**src/rtl/cmp_pkg.sv**
```systemverilog
package cmp_pkg;

  typedef enum logic [1:0] {
    WM_FREE    = 2'b00,
    WM_PWM_TOP = 2'b01,
    WM_CLR_CMP = 2'b10,
    WM_PWM_BOT = 2'b11
  } wave_mode_e;

  typedef enum logic [1:0] {
    PA_HOLD   = 2'b00,
    PA_TOGGLE = 2'b01,
    PA_LOW    = 2'b10,
    PA_HIGH   = 2'b11
  } pin_act_e;

  // PWM modes are the ones with bit 0 set
  function automatic logic mode_is_pwm(input logic [1:0] m);
    return m[0];
  endfunction

  // holding -> active transfer point for a PWM mode
  function automatic logic load_point(input logic [1:0] m,
                                      input logic top, input logic bot);
    logic r;
    case (m)
      WM_PWM_TOP: r = top;
      WM_PWM_BOT: r = bot;
      default:    r = 1'b0;
    endcase
    return r;
  endfunction

  // next pin level for an action applied to the current level
  function automatic logic pin_next(input logic [1:0] act, input logic cur);
    logic r;
    case (act)
      PA_TOGGLE: r = ~cur;
      PA_LOW:    r = 1'b0;
      PA_HIGH:   r = 1'b1;
      default:   r = cur;
    endcase
    return r;
  endfunction

endpackage

```
**src/rtl/cmp_regs.sv**
```systemverilog
module cmp_regs
  import cmp_pkg::*;
#(
  parameter int W = 8
) (
  input  logic         clk,
  input  logic         rst_n,
  input  logic [1:0]   wave_mode,
  input  logic         wr,
  input  logic [W-1:0] wdata,
  input  logic         at_top,
  input  logic         at_bottom,
  output logic [W-1:0] hold_q,
  output logic [W-1:0] act_q
);
  logic pwm;
  logic load_evt;

  assign pwm      = mode_is_pwm(wave_mode);
  assign load_evt = pwm & load_point(wave_mode, at_top, at_bottom);

  always_ff @(posedge clk or negedge rst_n) begin
    if (!rst_n) begin
      hold_q <= '0;
    end else if (wr) begin
      hold_q <= wdata;
    end
  end

  always_ff @(posedge clk or negedge rst_n) begin
    if (!rst_n) begin
      act_q <= '0;
    end else if (!pwm && wr) begin
      act_q <= wdata;
    end else if (load_evt) begin
      act_q <= hold_q;
    end
  end
endmodule

```
**src/rtl/cmp_blank.sv**
```systemverilog
module cmp_blank (
  input  logic clk,
  input  logic rst_n,
  input  logic cnt_wr,
  input  logic tick_en,
  output logic blank
);
  logic armed_q;

  always_ff @(posedge clk or negedge rst_n) begin
    if (!rst_n) begin
      armed_q <= 1'b0;
    end else if (cnt_wr) begin
      armed_q <= 1'b1;
    end else if (tick_en) begin
      armed_q <= 1'b0;
    end
  end

  assign blank = armed_q | cnt_wr;
endmodule

```
**src/rtl/cmp_detect.sv**
```systemverilog
module cmp_detect #(
  parameter int W = 8
) (
  input  logic         tick_en,
  input  logic         blank,
  input  logic [W-1:0] cnt_val,
  input  logic [W-1:0] act,
  output logic         hit
);
  logic equal;

  assign equal = (cnt_val == act);
  assign hit   = tick_en & equal & ~blank;
endmodule

```
**src/rtl/cmp_pin.sv**
```systemverilog
module cmp_pin
  import cmp_pkg::*;
(
  input  logic       clk,
  input  logic       rst_n,
  input  logic       hit,
  input  logic       force_wr,
  input  logic [1:0] wave_mode,
  input  logic [1:0] out_mode,
  input  logic       flag_clr,
  output logic       flag_q,
  output logic       pin_q
);
  logic force_ok;
  logic act_now;

  assign force_ok = force_wr & ~mode_is_pwm(wave_mode);
  assign act_now  = hit | force_ok;

  always_ff @(posedge clk or negedge rst_n) begin
    if (!rst_n) begin
      flag_q <= 1'b0;
    end else if (hit) begin
      flag_q <= 1'b1;
    end else if (flag_clr) begin
      flag_q <= 1'b0;
    end
  end

  always_ff @(posedge clk or negedge rst_n) begin
    if (!rst_n) begin
      pin_q <= 1'b0;
    end else if (act_now) begin
      pin_q <= pin_next(out_mode, pin_q);
    end
  end
endmodule

```
**src/rtl/cmp_channel.sv**
```systemverilog
module cmp_channel #(
  parameter int W = 8
) (
  input  logic         clk,
  input  logic         rst_n,
  input  logic [1:0]   wave_mode,
  input  logic         tick_en,
  input  logic [W-1:0] cnt_val,
  input  logic         at_top,
  input  logic         at_bottom,
  input  logic         cmp_wr,
  input  logic [W-1:0] cmp_wdata,
  input  logic         cnt_wr,
  input  logic         force_wr,
  input  logic [1:0]   out_mode,
  input  logic         flag_clr,
  output logic [W-1:0] cmp_rdata,
  output logic [W-1:0] cmp_active,
  output logic         match_pulse,
  output logic         match_flag,
  output logic         wave_out
);
  logic blank;

  cmp_regs #(.W(W)) regs_i (
    .clk(clk), .rst_n(rst_n), .wave_mode(wave_mode),
    .wr(cmp_wr), .wdata(cmp_wdata),
    .at_top(at_top), .at_bottom(at_bottom),
    .hold_q(cmp_rdata), .act_q(cmp_active)
  );

  cmp_blank blank_i (
    .clk(clk), .rst_n(rst_n), .cnt_wr(cnt_wr),
    .tick_en(tick_en), .blank(blank)
  );

  cmp_detect #(.W(W)) det_i (
    .tick_en(tick_en), .blank(blank), .cnt_val(cnt_val),
    .act(cmp_active), .hit(match_pulse)
  );

  cmp_pin pin_i (
    .clk(clk), .rst_n(rst_n), .hit(match_pulse), .force_wr(force_wr),
    .wave_mode(wave_mode), .out_mode(out_mode), .flag_clr(flag_clr),
    .flag_q(match_flag), .pin_q(wave_out)
  );
endmodule

```
**config.mk**
```make
export PLATFORM = sky130hd
export DESIGN_NAME = cmp_channel
export DESIGN_NICKNAME = d
export VERILOG_FILES = /design/src/rtl/cmp_pkg.sv /design/src/rtl/cmp_regs.sv /design/src/rtl/cmp_blank.sv /design/src/rtl/cmp_detect.sv /design/src/rtl/cmp_pin.sv /design/src/rtl/cmp_channel.sv
export SDC_FILE = /design/constraint.sdc
export NUM_CORES = 1
export LEC_CHECK = 0
export ABC_CLOCK_PERIOD_IN_PS = 1800
export CAP_MARGIN = 20
export CELL_PAD_IN_SITES_DETAIL_PLACEMENT = 0
export CELL_PAD_IN_SITES_GLOBAL_PLACEMENT = 1
export CORE_ASPECT_RATIO = 1.75
export CORE_UTILIZATION = 30
export DETAILED_ROUTE_END_ITERATION = 12
export PLACE_DENSITY = 0.84
export SYNTH_ARGS = -nofsm -noshare
export SYNTH_HDL_FRONTEND = slang
export SYNTH_HIERARCHICAL = 1
export SYNTH_SLANG_ARGS = --single-unit
```
**constraint.sdc**
```tcl
create_clock -name clk -period 1.8 [get_ports clk]
set_clock_uncertainty 0.15 [all_clocks]
set_input_delay 0.54 -clock clk [delete_from_list [all_inputs] [get_ports clk]]
set_output_delay 0.54 -clock clk [all_outputs]
set_load 0.01 [all_outputs]
```
==> results.sh, run 1 <==
export IMPL_clock_sinks=19
export IMPL_io_pins=48
export IMPL_violations="setup timing"
export IMPL_fin_ws_ps=-229
export IMPL_dr_pass1_iters=3
export IMPL_drtAntennaViolNets=0
export IMPL_ys_warn_count=6
export IMPL_synth_top_area_cell="dfrtp_1"
export IMPL_maxSlewViolCount=0
export IMPL_hold_viol_final=0
export IMPL_synthTopCellsByArea="dfrtp_1 47%, mux2_2 8.9%, mux2i_1 7.9%, xnor2_1 6.9%, a211oi_1 6.0%"
export IMPL_grt_overflow=0
export IMPL_max_slew_margin_rel=0.836
export IMPL_fin_crit_ps=2030
export IMPL_ys_ff_latch=19
export IMPL_hp_class="reg -> reg"
export IMPL_netlist_instances=86
export IMPL_path_max_fanout=2
export IMPL_cts_root_buf="clkbuf_8"
export IMPL_timing_final_crit_share=1.13
export IMPL_finalSetupViolCount=1
export IMPL_drv_cap=0
export IMPL_routed_via_count=876
export IMPL_drt_total_wl_um=2590
export IMPL_dieWidth_um=45.8
export IMPL_arrival_ps=1340
export IMPL_clockBufferDepth=2
export IMPL_holdWs_ps=328
export IMPL_ir_worst_vdd_mv=0.579
export IMPL_fillCellCount=339
export IMPL_leakage_nw=0.729
export IMPL_area_growth_pct=61.4
export IMPL_die_area_um2=3610
export IMPL_initial_utilization=0.318
export IMPL_dp_slack_ps=-1010
export IMPL_end_kind="primary output"
export IMPL_numCtsBuffers=3
export IMPL_groute_usage_overall=0.150
export IMPL_synth_seq_area_share=0.471
export IMPL_rsz0062_at_grt="yes"
export IMPL_n_antenna_cell=0
export IMPL_dp_hpwl_um=2030
export IMPL_start_kind="input pin"
export IMPL_post_route_util=0.513
export IMPL_grt_pass1_wl_um=4040
export IMPL_ys_types=21
export IMPL_wl_per_cell_um=13.6
export IMPL_synth_area_um2=1010
export IMPL_syn_avg_cell_area_um2=11.7
export IMPL_clkTransAtPathRegs_ps=60
export IMPL_layout_cells_non_filler=190
export IMPL_port_buffers=47
export IMPL_grt_max_degree=25
export IMPL_syn_nets=115
export IMPL_worstSetupPathType="in -> out"
export IMPL_htreeDepth=1
export IMPL_drive_above_1_share=0.259
export IMPL_cp_required_ps=1110
export IMPL_status="finished with violations"
export IMPL_hold_buffers=0
export IMPL_viasPerCell=4.61
export IMPL_first_global_vias=915
export IMPL_grt_antenna_before_repair=0
export IMPL_rows=27
export IMPL_place_congestion=0.787
export IMPL_synth_top_area_frac=0.471
export IMPL_fmax_mhz=493
export IMPL_drc_errors=0
export IMPL_most_common_layout_cells="19 x dfrtp_1, 19 x dlygate4sd2_1, 17 x clkdlybuf4s50_1, 12 x buf_4"
export IMPL_final_nets=177
export IMPL_clk_latency_ps=250
export IMPL_dr_first_iter_drc_count=9
export IMPL_tritoncts="built"
export IMPL_worstMarginPinSlew_ps=246
export IMPL_placed_cells=185
export IMPL_crit_chain="buf_2 > xnor2_1 > nand4_1 > nor3_4 > buf_2"
export IMPL_coreArea_um2=3180
export IMPL_cp_slowest_stage_delay_ps=200
export IMPL_cp_slowest_cell="nor3_4"
export IMPL_fp_dieH_um=78.7
export IMPL_powerDensity_nw_per_um2=723
export IMPL_total_power_w=0.00118
export IMPL_crit_top_cell="buf_2"
-- final cells by class --
| type | count | area [um2] | area share |
|---|---|---|---|
| repair buffers | 61 | 532 | 0.327 |
| multi-input cells | 61 | 514 | 0.316 |
| flip-flops and latches | 19 | 475 | 0.292 |
| well taps | 43 | 53.8 | 0.0331 |
| clock buffers | 4 | 45.0 | 0.0277 |
| inverters | 2 | 7.51 | 0.00461 |
-- synth_stat cells --
library cell	count
nand3_1	1
o311ai_2	1
mux2i_1	8
a21oi_1	8
dfrtp_1	19
a21o_2	1
nor3_2	1
nand4_1	1
nor2b_1	9
inv_1	2
clkbuf_1	2
a21o_1	1
or2_1	1
nand3b_1	1
nand2b_1	2
mux2_2	8
xnor2_1	8
buf_2	2
o221ai_1	1
mux2i_4	1
a211oi_1	8
-- final timing paths --
kind	slack, ps	end	from	cells after the start
hold reg to reg	330	blank_i/armed_q$_DFFE_PN0P_	blank_i/armed_q$_DFFE_PN0P_	1
min in group asynchronous	470	regs_i/act_q[4]$_DFFE_PN0P_	rst_n	2
max in group asynchronous	830	regs_i/act_q[7]$_DFFE_PN0P_	rst_n	2
setup reg to reg	130	pin_i/pin_q$_DFFE_PN0P_	regs_i/act_q[4]$_DFFE_PN0P_	7
setup / recovery	-230	match_pulse	cnt_val[6]	5
hold / removal	330	blank_i/armed_q$_DFFE_PN0P_	blank_i/armed_q$_DFFE_PN0P_	1
-- flip-flops by register name, summed over array words and instances, names as in the netlist --
register,count
regs_i/act_q,8
regs_i/hold_q,8
blank_i/armed_q,1
pin_i/flag_q,1
pin_i/pin_q,1
-- report_power, final --
| part | total (W) | internal [W] | switching [W] |
|---|---|---|---|
| Sequential | 0.000512 | 0.000476 | 0.0000362 |
| Combinational | 0.000374 | 0.000220 | 0.000154 |
| Clock | 0.000291 | 0.000157 | 0.000134 |
| Total | 0.00118 | 0.000853 | 0.000324 |
-- through the flow --
stage               setup TNS (ps)  area (um2)
floorplan                    -29.3        1010
global placement             -3470        1640
detailed placement           -3950        1640
CTS                           -265        1630
global route                  -312        1630
finish                        -229        1630
-- worst max-delay path: cells and delay by family --
family | cells | cell delay, ps
and+or+nand+nor | 2 | 390
buffers and inverters | 2 | 250
xor gates and xnor gates | 1 | 150
-- cell families after synthesis --
kind of cell | Yosys count | synth area share
compound gates | 20 | 0.140
xor+xnor | 8 | 0.0695
buf+inv | 6 | 0.0248
flops | 19 | 0.471
mux | 17 | 0.191
simple gates | 16 | 0.103
-- timing repair --
item / 4_1_cts / 5_1_grt
cloned: 0 / 0
gates resized for setup: 57 / 1
endpoints found under the setup margin: 21 / 2
pin swaps: 13 / 1
buffers inserted: 1 / 0
-- per-layer routing --
metal,wire length [um],GRT usage
met3,172,0.0182
met1,1030,0.164
met2,1370,0.287
met5,0,0
met4,21,0.0353
No activity file was read; power rests on OpenSTA's default activity.
==> run 2, diff against run 1 <==
- ABC_AREA: not set -> 1
- CORE_UTILIZATION: 30 -> 29
- PLACE_DENSITY: 0.84 -> 0.83
==> run 2 against run 1 <==
The flow still finishes with violations (setup timing). Cell count grew 27%. Count of clock-buffer cells in the layout is the same. Sequential cell count is the same. Die area grew 14%. Combinational power grew 8.0%. Utilization shrank 4.1 points. Power grew 3.3%. First-iteration DRC count is the same. Synthesized area grew 10%. Sequential share of layout area shrank 1.7 points. Sequential power grew 3%.
==> results.sh, run 2 <==
export IMPL_ys_warn_count=6
export IMPL_max_slew_margin_rel=0.829
export IMPL_drc_errors=0
export IMPL_place_congestion=0.758
export IMPL_fp_dieH_um=84.0
export IMPL_finalSetupViolCount=1
export IMPL_first_global_vias=1102
export IMPL_synthTopCellsByArea="dfrtp_1 43%, nand2_1 16%, mux2_2 8.1%, nand3_1 4.9%, inv_1 4.7%"
export IMPL_violations="setup timing"
export IMPL_viasPerCell=4.40
export IMPL_io_pins=48
export IMPL_synth_top_area_frac=0.427
export IMPL_fin_crit_ps=2160
export IMPL_clockBufferDepth=2
export IMPL_grt_overflow=0
export IMPL_synth_top_area_cell="dfrtp_1"
export IMPL_start_kind="input pin"
export IMPL_status="finished with violations"
export IMPL_n_antenna_cell=0
export IMPL_grt_max_degree=20
export IMPL_dr_first_iter_drc_count=9
export IMPL_ys_ff_latch=19
export IMPL_clock_sinks=19
export IMPL_worstMarginPinSlew_ps=256
export IMPL_synth_area_um2=1110
export IMPL_async_flop_share=1.00
export IMPL_hold_buffers=0
export IMPL_syn_nets=163
export IMPL_port_buffers=47
export IMPL_path_max_fanout=2
export IMPL_post_cts_buffers=0
export IMPL_area_growth_pct=55.3
export IMPL_maxSlewViolCount=0
export IMPL_netlist_instances=134
export IMPL_clkTransAtPathRegs_ps=70
export IMPL_numCtsBuffers=3
export IMPL_groute_usage_overall=0.144
export IMPL_synthFlopType="dfrtp_1"
export IMPL_drt_total_wl_um=2740
export IMPL_post_synth_top_count_cell="nand2_1"
export IMPL_leakage_nw=0.897
export IMPL_total_power_w=0.00122
export IMPL_hold_viol_final=0
export IMPL_rsz0062_at_grt="yes"
export IMPL_initial_utilization=0.304
export IMPL_tritoncts="built"
export IMPL_dr_pass1_iters=4
export IMPL_dieWidth_um=48.8
export IMPL_drtAntennaViolNets=0
export IMPL_grt_antenna_before_repair=0
export IMPL_final_common_cell="nand2_1"
export IMPL_grt_pass1_wl_um=4620
export IMPL_end_kind="primary output"
export IMPL_dp_slack_ps=-1080
export IMPL_wl_per_cell_um=11.3
export IMPL_top_regs="regs_i/act_q (8), regs_i/hold_q (8)"
export IMPL_htreeDepth=1
export IMPL_most_common_layout_cells="48 x nand2_1, 26 x dlygate4sd2_1, 19 x dfrtp_1, 18 x clkdlybuf4s50_1, 14 x inv_1"
export IMPL_ir_worst_vdd_mv=0.369
export IMPL_die_area_um2=4100
export IMPL_synth_seq_area_share=0.427
export IMPL_dp_hpwl_um=2160
export IMPL_cp_required_ps=1110
export IMPL_rows=29
export IMPL_routed_via_count=1065
export IMPL_coreArea_um2=3660
export IMPL_hp_class="reg -> reg"
export IMPL_powerDensity_nw_per_um2=703
export IMPL_cts_root_buf="clkbuf_8"
export IMPL_clk_latency_ps=250
export IMPL_ys_types=21
export IMPL_yosys_top_cells_count="48 x nand2_1, 19 x dfrtp_1, 14 x inv_1"
export IMPL_synth_edf_count=0
export IMPL_worstSetupPathType="in -> out"
export IMPL_fillCellCount=398
export IMPL_final_nets=226
export IMPL_fmax_mhz=464
export IMPL_drive_above_1_share=0.204
export IMPL_drv_cap=0
export IMPL_fin_ws_ps=-355
export IMPL_timing_final_crit_share=1.20
export IMPL_arrival_ps=1470
export IMPL_syn_avg_cell_area_um2=8.31
[run 2: path summary, 6_finish.rpt]
check                                            start                            to  slack [ps]  cells past startpoint
min in group asynchronous                        rst_n  regs_i/hold_q[4]$_DFFE_PN0P_         480                      2
max                                             cnt_wr                   match_pulse        -360                      8
min                            pin_i/pin_q$_DFFE_PN0P_       pin_i/pin_q$_DFFE_PN0P_         340                      2
max reg2reg                blank_i/armed_q$_DFFE_PN0P_       pin_i/pin_q$_DFFE_PN0P_         180                     11
min reg2reg                    pin_i/pin_q$_DFFE_PN0P_       pin_i/pin_q$_DFFE_PN0P_         340                      2
max in group asynchronous                        rst_n  regs_i/hold_q[0]$_DFFE_PN0P_         810                      2
[run 2: repair_timing]
action                     in CTS  in global routing
pin swaps                      11                  6
gates resized for setup        35                  2
setup endpoints to repair      20                  3
cloned                          0                  0
[run 2: per-stage QoR]
stage	TNS (ps)	cell area, um2	utilization	std cells	hold slack, ps
after floorplan	-75.6	1120	-	134	94.4
after global placement	-2830	1720	0.469	238	328
after detailed placement	-3240	1720	0.469	238	336
after CTS	-395	1730	0.471	242	348
after global routing	-465	1730	0.472	242	347
final	-355	1730	0.472	242	345
[run 2: report_power, final]
part           internal, W  switching, W  leakage, nW  total [W]
Combinational     0.000224      0.000180        0.645   0.000404
Clock             0.000157      0.000129       0.0228   0.000286
Sequential        0.000482     0.0000438        0.230   0.000526
Total             0.000863      0.000353        0.897    0.00122
[run 2: layout make-up]
class                      count  area, um2  area share
tap                           46       57.6      0.0333
timing repair buffer          61        546       0.315
multi-input combinational     96        543       0.314
clock buffer                   4       45.0      0.0260
inverter                      16       62.6      0.0362
sequential                    19        475       0.275
[run 2: logic make-up (layout without fill, tap and decap cells)]
logic type	Yosys count	count (layout)	share of synthesized area
and+or+nand+nor	83	83	0.360
DFF	19	19	0.427
buffers and inverters	19	81	0.0944
muxes	8	8	0.0809
xor gates and xnor gates	3	3	0.0236
AOI/OAI and AO/OA	2	2	0.0146
[run 2: worst max-delay path, cell delays in order]
cell     delay, ps
buf_2          100
or2_1          220
nor2_1         110
nand2_1         70
nor2_2          90
nand3_2         80
nor2_2         120
buf_2          130
[run 2: routing by layer]
metal,up-vias,track usage,part of all wire
li1,549,-,-
met1,471,0.137,0.37
met2,41,0.282,0.55
met3,4,0.0291,0.066
met4,0,0.0642,0.015
met5,-,0,0
==> run 3, diff against run 2 <==
- REMOVE_ABC_BUFFERS: not set -> 1
==> run 3 against run 2 <==
The flow still finishes with violations (setup timing). Clock power up 2%. Fmax up 2.5%. Sequential share of layout area up 0.20 points. Register-to-register slack better by 70 ps. Non-clock buffer count unchanged. Setup slack better by 53 ps. Sequential cell count unchanged. Die area unchanged. Hold slack better by 7.4 ps. Power up 0.20%. Global-route usage down 0.85 points.
==> results.sh, run 3 (synthesis results as in run 2) <==
export IMPL_status="finished with violations"
export IMPL_violations="setup timing"
export IMPL_dp_slack_ps=-1090
export IMPL_powerDensity_nw_per_um2=710
export IMPL_hold_buffers=0
export IMPL_tritoncts="built"
export IMPL_start_kind="register"
export IMPL_post_route_util=0.468
export IMPL_htreeDepth=1
export IMPL_rrSetupSlack_ps=250
export IMPL_drtAntennaViolNets=0
export IMPL_top_regs="regs_i/act_q (8), regs_i/hold_q (8)"
export IMPL_viasPerCell=4.37
export IMPL_min_path_cells=2
export IMPL_n_antenna_cell=0
export IMPL_timing_final_crit_share=1.17
export IMPL_grt_util_met3=0.0146
export IMPL_dieWidth_um=48.8
export IMPL_clockBufferDepth=2
export IMPL_met1_usage=0.141
export IMPL_fmax_mhz=476
export IMPL_drc_errors=0
export IMPL_rr_startpoint="blank_i/armed_q$_DFFE_PN0P_"
export IMPL_worstMarginPinSlew_ps=253
export IMPL_worstSetupPathType="reg -> out"
export IMPL_fin_ws_ps=-302
export IMPL_use_met2=0.263
export IMPL_clock_sinks=19
export IMPL_grt_pass1_wl_um=4450
export IMPL_crit_top_cell="nor2_1"
export IMPL_initial_utilization=0.304
export IMPL_io_pins=48
export IMPL_first_global_vias=1063
export IMPL_most_common_layout_cells="48 x nand2_1, 26 x dlygate4sd2_1, 19 x dfrtp_1, 18 x clkdlybuf4s50_1, 14 x inv_1"
export IMPL_groute_usage_overall=0.135
export IMPL_dr_pass1_iters=4
export IMPL_drive_above_1_share=0.199
export IMPL_fillCellCount=365
export IMPL_r2r_cells=11
export IMPL_grt_antenna_before_repair=0
export IMPL_port_buffers=47
export IMPL_busiest_layer="met2"
export IMPL_r2r_end="pin_i/pin_q$_DFFE_PN0P_"
export IMPL_wl_per_cell_um=10.5
export IMPL_drt_total_wl_um=2540
export IMPL_ir_worst_vdd_mv=0.546
export IMPL_dr_first_iter_drc_count=26
export IMPL_area_growth_pct=54.2
export IMPL_cts_root_buf="clkbuf_8"
export IMPL_end_kind="primary output"
export IMPL_grt_max_degree=20
export IMPL_drv_cap=0
export IMPL_maxSlewViolCount=0
export IMPL_final_common_cell="nand2_1"
export IMPL_die_area_um2=4100
export IMPL_numCtsBuffers=3
export IMPL_cp_required_ps=1110
export IMPL_fp_dieH_um=84.0
export IMPL_hold_viol_final=0
export IMPL_finalSetupViolCount=1
export IMPL_max_slew_margin_rel=0.831
export IMPL_leakage_nw=0.897
export IMPL_coreArea_um2=3660
export IMPL_crit_family="simple AND/OR/NAND/NOR gates"
export IMPL_hp_class="in -> reg"
export IMPL_clk_latency_ps=250
export IMPL_crit_chain="or2_1 > nor2_1 > nand2_1 > nor2_1 > nand3_1 > nor2_2 > buf_2"
export IMPL_critPathBufInv=1
export IMPL_rsz0062_at_grt="yes"
export IMPL_rows=29
export IMPL_hold_end="blank_i/armed_q$_DFFE_PN0P_"
export IMPL_routed_via_count=1057
export IMPL_fin_crit_ps=2100
export IMPL_cp_slowest_stage_delay_ps=380
export IMPL_place_congestion=0.843
export IMPL_dp_hpwl_um=2030
export IMPL_path_max_fanout=2
export IMPL_holdCritStartpoint="cnt_wr"
export IMPL_arrival_ps=1410
export IMPL_grt_overflow=0
export IMPL_final_nets=226
export IMPL_cp_slowest_cell="dfrtp_1"
export IMPL_clkTransAtPathRegs_ps=70
==> run 3: changes by cell type in the layout (fill, tap and decap cells not counted) <==
| cell | delta |
|---|---|
| clkbuf_2 | +1 |
| clkdlybuf4s15_1 | -1 |
| nand3_1 | +1 |
| nand3_2 | -1 |
| nor2_1 | +1 |
| nor2_2 | -1 |
==> run 3: where the power goes <==
group          internal (W)  leakage [nW]  switching [W]
clock network      0.000157        0.0228       0.000136
registers          0.000482         0.230      0.0000428
logic              0.000225         0.645       0.000175
==> run 3: worst max path at each step <==
stage	startpoint	end	slack, ps	depth (start not counted)
4_1_cts	blank_i/armed_q$_DFFE_PN0P_	match_pulse	-360	7
3_3_place_gp	cnt_wr	match_pulse	-1060	8
5_1_grt	blank_i/armed_q$_DFFE_PN0P_	match_pulse	-470	7
3_5_place_dp	cnt_wr	match_pulse	-1090	8
2_1_floorplan	cnt_wr	match_pulse	-110	6
6_report	blank_i/armed_q$_DFFE_PN0P_	match_pulse	-300	7
==> run 3: repair_timing <==
| item | in CTS | in global routing |
|---|---|---|
| gates resized for setup | 35 | 3 |
| setup endpoints to repair | 20 | 3 |
| pin swaps | 9 | 3 |
| buffers inserted | 0 | 2 |
==> run 3: cell type report <==
cell class,count,area [um2],share of cell area
clock buffers,4,45.0,0.0262
well taps,46,57.6,0.0335
multi-input cells,96,536,0.312
repair buffers,61,541,0.315
inverters,16,62.6,0.0364
flip-flops and latches,19,475,0.277
==> run 3: metrics by stage <==
stage	total power [W]	std cells	setup TNS [ps]	hold slack [ps]	area, um2
floorplan	0.000702	131	-115	94.4	1070
global placement	0.000970	236	-2680	329	1700
detailed placement	0.000980	236	-3110	344	1700
CTS	0.00123	240	-364	347	1700
global route	0.00130	242	-474	349	1720
finish	0.00122	242	-302	352	1720
==> run 3: routing by layer <==
metal,vias to the layer above,wire (um)
li1,549,-
met4,0,23
met2,32,1400
met1,474,990
met5,-,0
met3,2,123
